<file path="src/rtl/sync_ram_fifo_pkg.sv">
package sync_ram_fifo_pkg;

  // Strobes sent from control to datapath each cycle
  typedef struct packed {
    logic wrEn;    // write dataI into memory at the write address
    logic capAux;  // also load dataI into the side register
    logic useAux;  // output takes side register this cycle
  } fifoStrobe_t;

endpackage

</file>
<file path="src/rtl/sync_ram_fifo_mem.sv">
module sync_ram_fifo_mem #(
  parameter int WIDTH = 8,
  parameter int DEPTH = 4,
  localparam int AW = $clog2(DEPTH)
) (
  input  logic             clk,
  input  logic             wrEn,
  input  logic [AW-1:0]    wrAddr,
  input  logic [WIDTH-1:0] wrData,
  input  logic [AW-1:0]    rdAddr,
  output logic [WIDTH-1:0] rdData
);

  logic [WIDTH-1:0] cells [DEPTH];

  // Independent ports; read data is registered (one-cycle latency)
  always_ff @(posedge clk) begin
    if (wrEn) cells[wrAddr] <= wrData;
    rdData <= cells[rdAddr];
  end

endmodule

</file>
<file path="src/rtl/sync_ram_fifo_ctrl.sv">
module sync_ram_fifo_ctrl
  import sync_ram_fifo_pkg::*;
#(
  parameter int DEPTH = 4,
  localparam int AW = $clog2(DEPTH),
  localparam int CW = AW + 1
) (
  input  logic          clk,
  input  logic          rstN,
  input  logic          flushI,
  input  logic          pushI,
  input  logic          popI,
  output fifoStrobe_t   strobe,
  output logic [AW-1:0] wrAddr,
  output logic [AW-1:0] rdAddr,
  output logic          fullO,
  output logic          emptyO,
  output logic [CW-1:0] usageO
);

  initial begin
    depth_pow2_chk: assert (DEPTH >= 2 && (DEPTH & (DEPTH - 1)) == 0)
      else $error("DEPTH must be a power of two, at least 2");
  end

  logic [AW-1:0] wrPtr, rdPtr;
  logic [CW-1:0] count;
  logic          auxSel;
  logic          pushAcc, popAcc, capAux;

  assign emptyO = (count == '0);
  assign fullO  = (count == CW'(DEPTH));
  assign usageO = count;

  assign popAcc  = popI && !emptyO && !flushI;
  assign pushAcc = pushI && !flushI && (!fullO || popAcc);

  // Look-ahead address: the word that will be head next cycle
  assign rdAddr = rdPtr + AW'(popAcc);
  assign wrAddr = wrPtr;

  // Memory cannot return a word written this cycle: keep a copy
  assign capAux = pushAcc && (count == CW'(popAcc));

  always_ff @(posedge clk or negedge rstN) begin
    if (!rstN) begin
      wrPtr  <= '0;
      rdPtr  <= '0;
      count  <= '0;
      auxSel <= 1'b0;
    end else if (flushI) begin
      wrPtr  <= '0;
      rdPtr  <= '0;
      count  <= '0;
      auxSel <= 1'b0;
    end else begin
      if (pushAcc) wrPtr <= wrPtr + 1'b1;
      if (popAcc)  rdPtr <= rdPtr + 1'b1;
      count  <= count + CW'(pushAcc) - CW'(popAcc);
      auxSel <= capAux;
    end
  end

  assign strobe.wrEn   = pushAcc;
  assign strobe.capAux = capAux;
  assign strobe.useAux = auxSel;


  full_empty_excl_chk: assert property (@(posedge clk) disable iff (!rstN)
    !(fullO && emptyO));


  no_overflow_chk: assert property (@(posedge clk) disable iff (!rstN)
    usageO <= CW'(DEPTH));


  full_hold_chk: assert property (@(posedge clk) disable iff (!rstN)
    fullO && pushI && !popI && !flushI |=> fullO && $stable(usageO));


  no_underflow_chk: assert property (@(posedge clk) disable iff (!rstN)
    emptyO && popI && !pushI && !flushI |=> emptyO);


  full_swap_chk: assert property (@(posedge clk) disable iff (!rstN)
    fullO && pushI && popI && !flushI |=> fullO);


  flush_clear_chk: assert property (@(posedge clk) disable iff (!rstN)
    flushI |=> emptyO && !strobe.useAux);

endmodule

</file>
<file path="src/rtl/sync_ram_fifo_dp.sv">
module sync_ram_fifo_dp
  import sync_ram_fifo_pkg::*;
#(
  parameter int WIDTH = 8,
  parameter int DEPTH = 4,
  localparam int AW = $clog2(DEPTH)
) (
  input  logic             clk,
  input  logic             rstN,
  input  fifoStrobe_t      strobe,
  input  logic [AW-1:0]    wrAddr,
  input  logic [AW-1:0]    rdAddr,
  input  logic [WIDTH-1:0] dataI,
  output logic [WIDTH-1:0] dataO
);

  logic [WIDTH-1:0] ramQ;
  logic [WIDTH-1:0] auxQ;

  sync_ram_fifo_mem #(.WIDTH(WIDTH), .DEPTH(DEPTH)) mem_i (
    .clk    (clk),
    .wrEn   (strobe.wrEn),
    .wrAddr (wrAddr),
    .wrData (dataI),
    .rdAddr (rdAddr),
    .rdData (ramQ)
  );

  always_ff @(posedge clk or negedge rstN) begin
    if (!rstN)              auxQ <= '0;
    else if (strobe.capAux) auxQ <= dataI;
  end

  assign dataO = strobe.useAux ? auxQ : ramQ;


  aux_capture_chk: assert property (@(posedge clk) disable iff (!rstN)
    strobe.capAux && !strobe.wrEn |-> 1'b0);


  aux_data_chk: assert property (@(posedge clk) disable iff (!rstN)
    strobe.capAux |=> auxQ == $past(dataI));

endmodule

</file>
<file path="src/rtl/sync_ram_fifo.sv">
module sync_ram_fifo
  import sync_ram_fifo_pkg::*;
#(
  parameter int WIDTH = 8,
  parameter int DEPTH = 4,
  localparam int AW = $clog2(DEPTH),
  localparam int CW = AW + 1
) (
  input  logic             clk,
  input  logic             rstN,
  input  logic             flushI,
  input  logic             pushI,
  input  logic [WIDTH-1:0] dataI,
  input  logic             popI,
  output logic [WIDTH-1:0] dataO,
  output logic             fullO,
  output logic             emptyO,
  output logic [CW-1:0]    usageO
);

  fifoStrobe_t   strobe;
  logic [AW-1:0] wrAddr, rdAddr;

  sync_ram_fifo_ctrl #(.DEPTH(DEPTH)) ctrl_i (
    .clk    (clk),
    .rstN   (rstN),
    .flushI (flushI),
    .pushI  (pushI),
    .popI   (popI),
    .strobe (strobe),
    .wrAddr (wrAddr),
    .rdAddr (rdAddr),
    .fullO  (fullO),
    .emptyO (emptyO),
    .usageO (usageO)
  );

  sync_ram_fifo_dp #(.WIDTH(WIDTH), .DEPTH(DEPTH)) dp_i (
    .clk    (clk),
    .rstN   (rstN),
    .strobe (strobe),
    .wrAddr (wrAddr),
    .rdAddr (rdAddr),
    .dataI  (dataI),
    .dataO  (dataO)
  );

endmodule

</file>
<file path="config.mk">
export PLATFORM = sky130hd
export DESIGN_NAME = sync_ram_fifo
export DESIGN_NICKNAME = d
export VERILOG_FILES = /design/src/rtl/sync_ram_fifo_pkg.sv /design/src/rtl/sync_ram_fifo_mem.sv /design/src/rtl/sync_ram_fifo_ctrl.sv /design/src/rtl/sync_ram_fifo_dp.sv /design/src/rtl/sync_ram_fifo.sv
export SDC_FILE = /design/constraint.sdc
export NUM_CORES = 1
export LEC_CHECK = 0
export ABC_CLOCK_PERIOD_IN_PS = 3400
export CORE_AREA = 5 5 56 78
export CTS_CLUSTER_SIZE = 10
export DETAILED_ROUTE_END_ITERATION = 8
export DIE_AREA = 0 0 61 83
export DONT_BUFFER_PORTS = 1
export HOLD_SLACK_MARGIN = 0.03
export PLACE_DENSITY = 0.88
export SLEW_MARGIN = 10
export SYNTH_ARGS = -nofsm -noshare
export SYNTH_HDL_FRONTEND = slang
export SYNTH_SLANG_ARGS = --single-unit
</file>
<file path="constraint.sdc">
create_clock -name clk -period 3.4 [get_ports clk]
set_input_delay 0.17 -clock clk [delete_from_list [all_inputs] [get_ports clk]]
set_output_delay 0.17 -clock clk [all_outputs]
set_load 0.005 [all_outputs]
</file>
# After elaboration in Yosys (flattened, before gate mapping)
# Memory sizes are Yosys's and may differ from the RTL's. A register that Yosys moved wholly into a read port is not among the register bits.
# Cells that the tools add are included.
# classes
n_addsub	5
eq_ne	2
n_reduce_logical	12
mux	9
# op_table
operator	n
2-to-1 mux 2 bit	4
2-to-1 mux 8 bit	1
logical AND 1 bit	5
adder 2 x 1 -> 2 bit, second input constant	2
nonzero test 2 bit	2
adder 3 x 1 -> 3 bit	1
== test 3 x 1 -> 1 bit	1
== test 3 bit, second input constant	1
zero test 1 bit	3
zero test 3 bit	1
2-to-1 mux 1 bit	3
2-to-1 mux 3 bit	1
subtractor 3 x 1 -> 3 bit	1
adder 2 x 1 -> 2 bit	1
logical OR 1 bit	1
# totals
wordCells	34
memories	1
register_bits	16
out_inout_bits	13
ram_bits	32
# memory_table
name	words	width	read_ports	rd_ports_with_merged_regs	write_ports	line	rtl
dp_i.mem_i.cells	4	8	1	1	1	sync_ram_fifo_mem.sv:14	logic [WIDTH-1:0] cells [DEPTH];

# Logic depth before layout (Yosys ltp)
# depth
word_depth	9
ltp_mapped	9
mapped_depth_nobuf	9

# By module
# A second synthesis with hierarchy kept.
# hier_totals
cells_unflattened	132
hier_area_um2	2329.7
# modules_own_cells
module	area_per_inst_um2	n_inst	cells_each
sync_ram_fifo_mem	1348.8	1	54
sync_ram_fifo_ctrl	518.0	1	52
sync_ram_fifo_dp	462.9	1	26

# Least setup slack after synthesis
# OpenSTA, ideal clock, no wires.
# synth_path
path_type	register -> register
start	register ctrl_i.count[1], in the netlist ctrl_i.usageO[1]
end	register dp_i.auxQ[0]
slack_ps	1201
path_stages_with_launch	7
arrival_ps	2074
setup_ps	125
t_required_ps	3275
cell_sequence	dfrtp_1 o31ai_4 nor2_2 ha_1 inv_1 nor4b_4 mux2_2
# synth_via
elab_chain_len	7
# synth_rtl
item	line	rtl
start: declaration	sync_ram_fifo_ctrl.sv:27	logic [CW-1:0] count;
start signal: assignment	sync_ram_fifo_ctrl.sv:59	count <= count + CW'(pushAcc) - CW'(popAcc);
parallel branches: the longest is 6 deep, another holds zero test 3 bit	n/a	
logical AND 1 bit (*)	sync_ram_fifo_ctrl.sv:43	assign capAux = pushAcc && (count == CW'(popAcc));
end signal: assignment	sync_ram_fifo_dp.sv:31	else if (strobe.capAux) auxQ <= dataI;
end: declaration	sync_ram_fifo_dp.sv:18	logic [WIDTH-1:0] auxQ;
# Mark *: on every way between the ends.
# A chain may end at the register's enable or synchronous reset.

# Final worst setup path
# layout_path
start	register ctrl_i.count[1], in the netlist ctrl_i.usageO[1]
end	register dp_i.auxQ[1]
# Same word-level chain as after synthesis.

==> flow_metrics.py <==
metrics = {
    "outcome": {
        "run_status": "finished clean",
    },
    "cts": {
        "clock_path_buffers": 2,
        "cts-hold-fix-buffers": 11,
        "ctsHtreeMaxLevel": 2,
        "tritoncts": "built",
        "worst_setup_hold_path_clk_slew_ps": 90,
        "master_cell_of_the_clock_root_buffer": "sky130_fd_sc_hd__clkbuf_8",
        "clkSinkCount": 56,
        "cts_made_buffers": 5,
        "postCtsSetupBuffers": 0,
        "post_cts_resized": 0,
        "clock_latency_ps": 300,
    },
    "route": {
        "wl_per_cell_microns": 20.7,
        "final_antenna_net_count": 0,
        "drtPass1Iterations": 4,
        "routed_wl_microns": 3830,
        "detail_route.drc_violations": 0,
        "dr_total_vias": 1091,
        "dr.first_iter.drc_count": 38,
        "via_per_inst": 5.90,
    },
    "placement": {
        "place.port_buffers": 0,
        "post_placement_cell_count": 165,
        "place.gp.congestion": 0.729,
        "detailed_placement_hpwl_microns": 2600,
        "placed_area_sq_um": 2310,
    },
    "synthesis": {
        "synthesis.yosys.warnings": 0,
        "postSynthCellCount": 125,
        "synth.yosys.seq_area_share": 0.669,
        "avgSynthCellArea_sq_um": 18.2,
        "synthesis.area_sq_um": 2270,
        "asyncSetResetFlopFracSynth": 0.286,
        "synth.ff_latch_count": 56,
        "postSynthNetCount": 145,
        "synth_cell_types": 27,
        "number_of_enable_type_register_cells_in_the_synthesized_netlist": 32,
        "synthFlopType": "sky130_fd_sc_hd__edfxtp_1",
    },
    "final_layout": {
        "post_route_cells_drive_above_1_share": 0.245,
        "antenna_cells_inserted": 0,
        "multi_input_area_sq_um": 718,
        "final_nets": 162,
        "layout.cell_area.non_filler_sq_um": 2540,
        "area_delta_synth_final_pct": 11.8,
        "register_area_sq_um": 1520,
        "final_cell_count_no_fill": 185,
        "fillerInstances": 245,
    },
    "timing": {
        "max_slew.worst_pin.slew_ps": 946,
        "fin_worst_skew_ps": 5.50,
        "timing.final.setup_violations": 0,
        "slew-limit-headroom": 0.365,
        "post-route-period-util": 0.731,
        "rsz0062_at_grt": "false",
        "min_period_ps": 2480,
        "max_freq_mhz": 402,
        "maxSlewViolCount": 0,
        "finalSetupTns_ps": 0,
        "hold_slack_ps": 118,
        "hold_violations": 0,
    },
    "die": {
        "floorplan.die.width_microns": 61,
        "std_cell_rows": 26,
        "die-height_microns": 83,
        "placeableCoreArea_sq_um": 3580,
        "pin_count": 26,
        "die_area_sq_um": 5060,
        "floorplan.initialDensity": 0.635,
    },
    "setup_path": {
        "critPathRequiredTime_ps": 3590,
        "setup.reg_to_reg.worst_slack_ps": 920,
        "worst_setup_path_start_kind": "register",
        "setup.worst_path.class": "register to register",
        "critical_path.max_fanout": 9,
        "r2r_cells": 6,
        "crit-reg2reg-launch": "ctrl_i.usageO[1]",
        "worst_setup_path_end_kind": "register",
        "regToRegEndpoint": "dp_i.auxQ[1]",
        "worstPathArrival_ps": 2670,
    },
    "power_and_ir_drop": {
        "vdd_drop_max_mv": 0.512,
        "power.internal_w": 0.00131,
        "netSwitchingPower_w": 0.000481,
        "seq_power_share": 0.529,
        "cellPowerDensity_nw_per_um2": 703,
        "leakage_nw": 0.964,
        "power.clock.fraction": 0.232,
        "power.total_w": 0.00179,
        "p_comb_frac": 0.239,
        "power.share.switching": 0.269,
    },
    "grt": {
        "globalRouteTotalUtil": 0.174,
        "antenna_found_initial": 0,
        "grt_overflow": 0,
        "grt_first_pass_wirelength_microns": 6200,
        "grt_pass1_vias": 1239,
        "grt_max_degree": 17,
    },
    "run": {
        "maxCapViolCount": 0,
    },
    "hold_path": {
        "hold_path.startpoint": "pushI",
        "min_path_cells": 3,
        "hold_path_end": "ctrl_i.wrAddr[0]",
        "worst_hold_path_type": "input port to register",
    },
}
[power by group through the flow]
stage,clock [W],sequential [W],combinational (W)
floorplan,0,0.000921,0.000349
global placement,0,0.000952,0.000387
detailed placement,0,0.000962,0.000406
CTS,0.000418,0.000947,0.000433
global route,0.000460,0.000960,0.000471
finish,0.000415,0.000946,0.000426
[cell families after synthesis]
kind of cell	share of synthesized area
multiplexers	0.168
flip-flops	0.669
XOR/XNOR	0.0303
buffers and inverters	0.0149
adder cells (fa/ha/maj)	0.0418
AND/OR/NAND/NOR	0.0638
AO/OA/AOI/OAI	0.0116
[how the worst max path moves through the flow]
| stage | from | end | slack, ps |
|---|---|---|---|
| 2_1_floorplan | ctrl_i.usageO[1] | dp_i.auxQ[0] | 1200 |
| 3_3_place_gp | ctrl_i.usageO[1] | dp_i.auxQ[1] | 1080 |
| 3_5_place_dp | ctrl_i.usageO[1] | dp_i.auxQ[7] | 960 |
| 4_1_cts | ctrl_i.usageO[1] | dp_i.auxQ[1] | 900 |
| 5_1_grt | ctrl_i.usageO[1] | dp_i.auxQ[1] | 790 |
| 6_report | ctrl_i.usageO[1] | dp_i.auxQ[1] | 920 |
[state kept, by name, indices dropped and copies added (netlist names)]
name,cells
ctrl_i.wrAddr,2
dp_i.auxQ,8
ctrl_i.rdPtr,2
ctrl_i.usageO,3
ctrl_i.auxSel,1
dp_i.mem_i.rdData,8
dp_i.mem_i.cells,32
[area by class of cell]
type	instances	area share
well taps	42	0.0207
clock buffers	6	0.0285
inverters	6	0.00886
clock inverters	2	0.0138
flip-flops and latches	56	0.598
multi-input cells	61	0.282
repair buffers	12	0.0472
[worst max-delay path, cell delays in order (launching register included)]
cell and delay, ps:
sky130_fd_sc_hd__dfrtp_1 540, sky130_fd_sc_hd__o31ai_4 400, sky130_fd_sc_hd__nor2_2 100, sky130_fd_sc_hd__ha_1 280, sky130_fd_sc_hd__inv_1 70, sky130_fd_sc_hd__nor4b_4 560, sky130_fd_sc_hd__mux2_2 420
[placed cells by master (no fill, tap or decap), drive strengths merged, types with 4 or more instances in the layout]
master / count
dfxtp: 8
and2: 4
mux2: 16
mux4: 8
clkbuf: 6
edfxtp: 32
nor2: 7
ha: 6
inv: 6
dlygate4sd3: 12
xnor2: 6
dfrtp: 16
[metrics by stage]
| stage | util | setup WS (ps) |
|---|---|---|
| floorplan | - | 1200 |
| global placement | 0.647 | 1080 |
| detailed placement | 0.647 | 959 |
| CTS | 0.708 | 901 |
| global route | 0.710 | 786 |
| finish | 0.710 | 915 |
[routing by layer]
layer / track usage / wire length (microns)
met1: 0.209 / 1520
met2: 0.279 / 2020
met4: 0.0710 / 86
met5: 0 / 0
met3: 0.0559 / 206
[cells in the mapped netlist, drive strengths merged (2+ instances only)]
cell	n	area [sq um]
dfrtp	16	400
ha	6	75.1
nor2	7	28.8
inv	6	22.5
dfxtp	8	160
nor3	2	10.0
and2	4	30.0
edfxtp	32	961
mux2	16	180
xnor2	6	60.1
mux4	8	203
nand2	2	7.51
(Power assumes the default switching activity.)
